$ cat src/rtl/sfr_pkg.sv
package sfr_pkg;
    typedef enum logic [1:0] {
        ST_IDLE,
        ST_SHIFT,
        ST_TAIL,
        ST_GAP
    } sfr_state_e;

    localparam logic [7:0] OP_FAST   = 8'h0B;
    localparam logic [7:0] OP_LEGACY = 8'hE8;
    localparam int         HDR_FAST_BITS   = 40;
    localparam int         HDR_LEGACY_BITS = 64;
    localparam int         SR_W = 64;
endpackage

$ cat src/rtl/sfr_addr_pack.sv
module sfr_addr_pack #(
    parameter int PAGE_W = 10,
    parameter int OFF_W  = 9,
    parameter int ADDR_W = 24
) (
    input  logic [PAGE_W-1:0] page,
    input  logic [OFF_W-1:0]  offset,
    input  logic              bin_geom,
    output logic [ADDR_W-1:0] addr
);
    // 264-byte pages use the full offset; 256-byte pages drop its top bit.
    always_comb begin
        if (bin_geom) begin
            addr = ADDR_W'({page, offset[OFF_W-2:0]});
        end else begin
            addr = ADDR_W'({page, offset});
        end
    end
endmodule

$ cat src/rtl/sfr_clkdiv.sv
module sfr_clkdiv #(
    parameter int DIV = 2
) (
    input  logic clk,
    input  logic rst_n,
    input  logic en,
    output logic tick
);
    localparam int CW = (DIV > 1) ? $clog2(DIV) : 1;

    logic [CW-1:0] cnt_d, cnt_q;

    always_comb begin
        cnt_d = cnt_q;
        tick  = 1'b0;
        if (!en) begin
            cnt_d = '0;
        end else if (cnt_q == CW'(DIV - 1)) begin
            tick  = 1'b1;
            cnt_d = '0;
        end else begin
            cnt_d = cnt_q + 1'b1;
        end
    end

    always_ff @(posedge clk or negedge rst_n) begin
        if (!rst_n) cnt_q <= '0;
        else        cnt_q <= cnt_d;
    end

    // the half-period counter never passes its limit
    a_r5_div_range: assert property (@(posedge clk) disable iff (!rst_n)
        cnt_q <= CW'(DIV - 1));
endmodule

$ cat src/rtl/sfr_seq.sv
module sfr_seq
    import sfr_pkg::*;
#(
    parameter int DIV    = 2,
    parameter int LEN_W  = 12,
    parameter int PAGE_W = 10,
    parameter int OFF_W  = 9
) (
    input  logic              clk,
    input  logic              rst_n,
    input  logic              req_valid,
    output logic              req_ready,
    input  logic [PAGE_W-1:0] req_page,
    input  logic [OFF_W-1:0]  req_offset,
    input  logic [LEN_W-1:0]  req_len,
    input  logic              req_legacy,
    input  logic              req_bin,
    output logic              spi_cs_n,
    output logic              spi_sck,
    output logic              spi_mosi,
    input  logic              spi_miso,
    output logic              rd_valid,
    input  logic              rd_ready,
    output logic [7:0]        rd_data,
    output logic              done
);
    localparam int ADDR_W = 24;
    localparam int CNT_W  = LEN_W + 4;

    typedef struct packed {
        sfr_state_e       st;
        logic             cs_n;
        logic             sck;
        logic [SR_W-1:0]  tx;
        logic [7:0]       rx;
        logic [7:0]       rd;
        logic             rv;
        logic [CNT_W-1:0] cnt;
        logic [CNT_W-1:0] hdr;
        logic [CNT_W-1:0] total;
        logic             gap;
        logic             done;
    } seq_regs_t;

    seq_regs_t r_q, r_d;

    logic [ADDR_W-1:0] addr_w;
    logic              div_en;
    logic              tick;
    logic [CNT_W-1:0]  cnt_nx;
    logic [CNT_W-1:0]  hdr_nx;
    logic              stall;

    sfr_addr_pack #(
        .PAGE_W (PAGE_W),
        .OFF_W  (OFF_W),
        .ADDR_W (ADDR_W)
    ) u_pack (
        .page     (req_page),
        .offset   (req_offset),
        .bin_geom (req_bin),
        .addr     (addr_w)
    );

    sfr_clkdiv #(.DIV(DIV)) u_div (
        .clk   (clk),
        .rst_n (rst_n),
        .en    (div_en),
        .tick  (tick)
    );

    assign stall  = r_q.rv && !rd_ready;
    assign div_en = ((r_q.st == ST_SHIFT) || (r_q.st == ST_TAIL)) && !stall;
    assign cnt_nx = r_q.cnt + 1'b1;
    assign hdr_nx = req_legacy ? CNT_W'(HDR_LEGACY_BITS) : CNT_W'(HDR_FAST_BITS);

    always_comb begin
        r_d      = r_q;
        r_d.done = 1'b0;
        if (r_q.rv && rd_ready) r_d.rv = 1'b0;
        unique case (r_q.st)
            ST_IDLE: begin
                r_d.cs_n = 1'b1;
                r_d.sck  = 1'b0;
                if (req_valid && (req_len != '0)) begin
                    r_d.st    = ST_SHIFT;
                    r_d.cs_n  = 1'b0;
                    r_d.cnt   = '0;
                    r_d.hdr   = hdr_nx;
                    r_d.total = hdr_nx + CNT_W'({req_len, 3'b000});
                    if (req_legacy) r_d.tx = {OP_LEGACY, addr_w, 32'h0};
                    else            r_d.tx = {OP_FAST, addr_w, 8'h0, 24'h0};
                end
            end
            ST_SHIFT: begin
                if (tick) begin
                    if (!r_q.sck) begin
                        r_d.sck = 1'b1;
                        r_d.rx  = {r_q.rx[6:0], spi_miso};
                        r_d.cnt = cnt_nx;
                        if ((cnt_nx > r_q.hdr) && (cnt_nx[2:0] == 3'd0)) begin
                            r_d.rd = {r_q.rx[6:0], spi_miso};
                            r_d.rv = 1'b1;
                        end
                        if (cnt_nx == r_q.total) r_d.st = ST_TAIL;
                    end else begin
                        r_d.sck = 1'b0;
                        r_d.tx  = r_q.tx << 1;
                    end
                end
            end
            ST_TAIL: begin
                if (tick) begin
                    r_d.sck  = 1'b0;
                    r_d.cs_n = 1'b1;
                    r_d.tx   = '0;
                    r_d.gap  = 1'b0;
                    r_d.st   = ST_GAP;
                end
            end
            ST_GAP: begin
                r_d.gap = 1'b1;
                if (r_q.gap && !r_d.rv) begin
                    r_d.st   = ST_IDLE;
                    r_d.done = 1'b1;
                end
            end
            default: r_d.st = ST_IDLE;
        endcase
    end

    always_ff @(posedge clk or negedge rst_n) begin
        if (!rst_n) begin
            r_q.st    <= ST_IDLE;
            r_q.cs_n  <= 1'b1;
            r_q.sck   <= 1'b0;
            r_q.tx    <= '0;
            r_q.rx    <= '0;
            r_q.rd    <= '0;
            r_q.rv    <= 1'b0;
            r_q.cnt   <= '0;
            r_q.hdr   <= '0;
            r_q.total <= '0;
            r_q.gap   <= 1'b0;
            r_q.done  <= 1'b0;
        end else begin
            r_q <= r_d;
        end
    end

    assign req_ready = (r_q.st == ST_IDLE);
    assign spi_cs_n  = r_q.cs_n;
    assign spi_sck   = r_q.sck;
    assign spi_mosi  = r_q.tx[SR_W-1];
    assign rd_valid  = r_q.rv;
    assign rd_data   = r_q.rd;
    assign done      = r_q.done;

    // within a select window MOSI only moves on a falling SCK edge
    a_r5_mosi_on_fall: assert property (@(posedge clk) disable iff (!rst_n)
        (!spi_cs_n && $past(!spi_cs_n) && !$fell(spi_sck)) |-> $stable(spi_mosi));

    // SCK idles low outside a select window
    a_r5_sck_idle_low: assert property (@(posedge clk) disable iff (!rst_n)
        spi_cs_n |-> !spi_sck);

    // a pending byte holds and the serial clock freezes
    a_r7_stall_hold: assert property (@(posedge clk) disable iff (!rst_n)
        (rd_valid && !rd_ready) |=> (rd_valid && $stable(rd_data) && $stable(spi_sck)));

    // deselect lasts at least two system clocks
    a_r8_cs_gap: assert property (@(posedge clk) disable iff (!rst_n)
        $rose(spi_cs_n) |=> spi_cs_n ##1 spi_cs_n);

    // done only in idle with the stream drained
    a_r8_done_idle: assert property (@(posedge clk) disable iff (!rst_n)
        done |-> (req_ready && spi_cs_n && !rd_valid));

    // the request side is open only while deselected
    a_r9_ready_idle: assert property (@(posedge clk) disable iff (!rst_n)
        req_ready |-> spi_cs_n);
endmodule

$ cat config.mk
export PLATFORM = sky130hd
export DESIGN_NAME = sfr_seq
export DESIGN_NICKNAME = d
export VERILOG_FILES = /design/src/rtl/sfr_pkg.sv /design/src/rtl/sfr_addr_pack.sv /design/src/rtl/sfr_clkdiv.sv /design/src/rtl/sfr_seq.sv
export SDC_FILE = /design/constraint.sdc
export NUM_CORES = 1
export LEC_CHECK = 0
export BUFFER_PORTS_ARGS = -buffer_cell sky130_fd_sc_hd__clkbuf_2
export CORE_ASPECT_RATIO = 1.1
export CORE_MARGIN = 2
export CORE_UTILIZATION = 48
export DETAILED_ROUTE_END_ITERATION = 10
export PLACE_DENSITY_LB_ADDON = 0.12
export SYNTH_ARGS = -nofsm -noshare
export SYNTH_HDL_FRONTEND = slang
export SYNTH_SLANG_ARGS = --single-unit
$ cat constraint.sdc
create_clock -name clk -period 2.9 [get_ports clk]
set_input_delay 0.29 -clock clk [delete_from_list [all_inputs] [get_ports clk]]
set_output_delay 0.29 -clock clk [all_outputs]
set_load 0.01 [all_outputs]
==> flow_summary.yaml <==
clock_tree:
  cts_root_buffer: "clkbuf_16"
  clk_pin_slew_worst_paths_ps: 50
  htree_levels: 4
  clock_sinks: 117
  cts_buffers: 17
  clock_latency_ps: 410
  clock_path_buffers: 2
  tritoncts: "done"
global_route:
  grt_use_met3: 0.0433
  grt_pass1_wl_um: 23900
  grtUsageMet2: 0.376
  grt_remaining_overflow: 0
  grt_pass1_vias: 4974
  grt_busiest_layer: "met2"
  grt_max_degree: 63
  grtUsageMet1: 0.266
  antenna_found_initial: 0
  grt_usage: 0.216
worst_setup_path:
  rr_worst_depth: 12
  critPathArrivalTime_ps: 3090
  critPathSlowestCell: "dfrtp_1"
  cpPeakStageDelay_ps: 380
  path_class: "reg -> reg"
  rr_endpoint: "rd_data[0]"
  path_buf_inv: 0
  path_max_fanout: 4
  crit_chain: "ha_1, and3_1, nand3_1, xnor2_1, ha_1, a21oi_2, a32oi_1, o21ai_1, nand3_1, nor4_4, a21oi_2, mux2_1"
  worstPathRequired_ps: 3190
  endpoint_kind: "flop"
  regToRegSetupSlack_ps: 100
  crit_path_start: "r_q[34]"
  critPathCapture: "rd_data[0]"
  critPathTopFamily: "simple AND/OR/NAND/NOR gates"
  crit_cells: 12
  cp-start-kind: "flop"
  worstReg2RegStart: "r_q[34]"
logic_synthesis:
  synth_top_area_cell: "dfrtp_1"
  synth_cell_types: 55
  synth_edf_count: 0
  synth.top_cell.area_share: 0.464
  syn_inst: 693
  netlist_area_sq_um: 6250
  yosysMostFrequentCell: "nand2_1"
  synth_flop_cell: "dfrtp_1"
  synth.yosys.warnings: 0
  ys_seq_elements: 117
  syn-num-nets: 745
  synth_area_leaders: "dfrtp_1 (46%), nand2_1 (7.6%), o21ai_0 (4.4%)"
  synth-seq-area-share: 0.468
  synthTopCellsByCount: "nand2_1 (127), dfrtp_1 (116), nor2_1 (58)"
  synthArstFlopShare: 1.00
  avgSynthCellArea_sq_um: 9.02
power:
  power_frac_clock: 0.312
  power_frac_seq: 0.325
  ir_drop_mv: 0.576
  p_int_w: 0.00438
  p_leak_nw: 3.57
  p_sw_w: 0.00260
  power_density_nw_per_um2: 940
  swShare: 0.373
  total_power_w: 0.00698
  power_frac_comb: 0.363
placed_design:
  io_buffers: 51
  placedCellCount: 881
  place_area_sq_um: 6740
  dp_slack_ps: -107
  dp_hpwl_um: 10000
  place.gp.congestion: 0.853
layout:
  fin_cells: 915
  drive_gt1_frac: 0.201
  nets: 797
  fillers: 1100
  diodes: 0
  area_delta_synth_final_pct: 18.7
  fin_area_sq_um: 7420
floorplanning:
  die_h_um: 124
  num_rows: 43
  start_util: 0.495
  ios: 52
  die-width_um: 113
  core_sq_um: 12600
  fp.dieArea_sq_um: 14000
hold_path:
  hp-class: "in -> reg"
  whs_path_depth: 2
flow_run:
  maxCapViolCount: 0
sta:
  setup_slack_ps: 105
  final_hold_viol_count: 0
  fmax_mhz: 358
  finClkSkew_ps: 7.92
  period_share: 0.964
  worstMarginPinSlew_ps: 617
  finalMaxSlewViolations: 0
  rsz0062_at_grt: "true"
  relSlewSlack: 0.588
  fin_crit_ps: 2800
  setup_viol: 0
  holdWs_ps: 124
drt:
  drc_errors: 0
  wire_per_inst_um: 15.6
  drt_wl_total_um: 14300
  drt_iter0_markers: 276
  vias_per_cell: 5.62
  vias: 5145
  ant_nets: 0
  first_pass_iters: 5
outcome:
  status: "completed"
## layout make-up
class / instances / area (sq um) / share of cell area
repair buffers: 85 / 541 / 0.0728
flip-flops and latches: 117 / 2930 / 0.395
clock buffers: 21 / 480 / 0.0647
inverters: 13 / 48.8 / 0.00658
well taps: 157 / 196 / 0.0265
multi-input cells: 511 / 3080 / 0.415
clock inverters: 11 / 148 / 0.0199
## power by group through the flow
| stage | clock [W] | sequential (W) | combinational, W |
|---|---|---|---|
| final | 0.00218 | 0.00227 | 0.00253 |
| after global routing | 0.00230 | 0.00231 | 0.00286 |
| after CTS | 0.00223 | 0.00227 | 0.00256 |
| after detailed placement | 0 | 0.00229 | 0.00253 |
| after global placement | 0 | 0.00227 | 0.00246 |
| after floorplan | 0 | 0.00221 | 0.00172 |
## sequential cells by signal, indices dropped and copies added (netlist names)
register / cells
rd_valid: 1
spi_sck: 1
spi_mosi: 1
u_div.cnt_q: 1
r_q: 103
spi_cs_n: 1
rd_data: 8
done: 1
## repair_timing
action | CTS | global route
hold buffers | 1 | 0
buffers inserted | 0 | 0
hold endpoints to repair | 20 | 0
resized for setup | 4 | 3
cloned | 0 | 1
pin swaps | 0 | 3
endpoints found under the setup margin | 9 | 11
## how the worst min path moves through the flow
| stage | from | end | slack [ps] |
|---|---|---|---|
| finish | spi_miso | rd_data[0] | 120 |
| global route | spi_miso | rd_data[0] | 120 |
| CTS | spi_miso | rd_data[0] | 100 |
| detailed placement | rst_n | rd_data[3] | 210 |
| global placement | rst_n | rd_data[4] | 210 |
| floorplan | rst_n | done | -6 |
## metal layers
metal  share of wire  vias to the layer above  routed length, um
li1                -                     2526                  -
met1            0.43                     2501               6130
met2            0.52                       99               7480
met3           0.028                       19                399
met4           0.020                        0                289
met5               0                        -                  0
## kinds of logic after synthesis
| group | synth area share |
|---|---|
| AND/OR/NAND/NOR | 0.223 |
| XOR/XNOR | 0.0392 |
| buffers and inverters | 0.0494 |
| AO/OA/AOI/OAI | 0.133 |
| adder cells (fa/ha/maj) | 0.0280 |
| multiplexers | 0.0582 |
| flip-flops | 0.468 |
## per-stage QoR
step                      utilization  setup TNS (ps)
final                           0.587               0
after global routing            0.587           -25.8
after CTS                       0.585               0
after detailed placement        0.533            -611
after global placement          0.533           -10.7
after floorplan                     -               0
## worst register-to-register path, cell delays in order, from the launching register on
cell and delay (ps):
dfrtp_1 380, ha_1 210, and3_1 200, nand3_1 110, xnor2_1 130, ha_1 270
a21oi_2 160, a32oi_1 70, o21ai_1 170, nand3_1 140, nor4_4 300, a21oi_2 170
mux2_1 350
## layout by cell type, fill, tap and decap left out, drive strengths merged, types with 2 or more instances in the layout
cell,n
clkinv,4
a21oi,28
nand2,127
and4,3
and3,8
o31ai,13
o41ai,2
nor2,58
buf,34
o22ai,2
or4,3
o32ai,2
or2,4
clkbuf,71
o2111ai,3
xnor2,18
nor3,8
bufinv,3
xor2,10
clkinvlp,4
o211ai,3
nand2b,8
inv,13
nor4,7
a221oi,10
a32oi,2
mux2i,15
nand4,8
a21o,3
and2,4
nor2b,10
dfrtp,116
o21ai,55
a22oi,2
mux2,19
ha,14
nand3,50
a31oi,3
No activity file was read; power rests on OpenSTA's default activity.
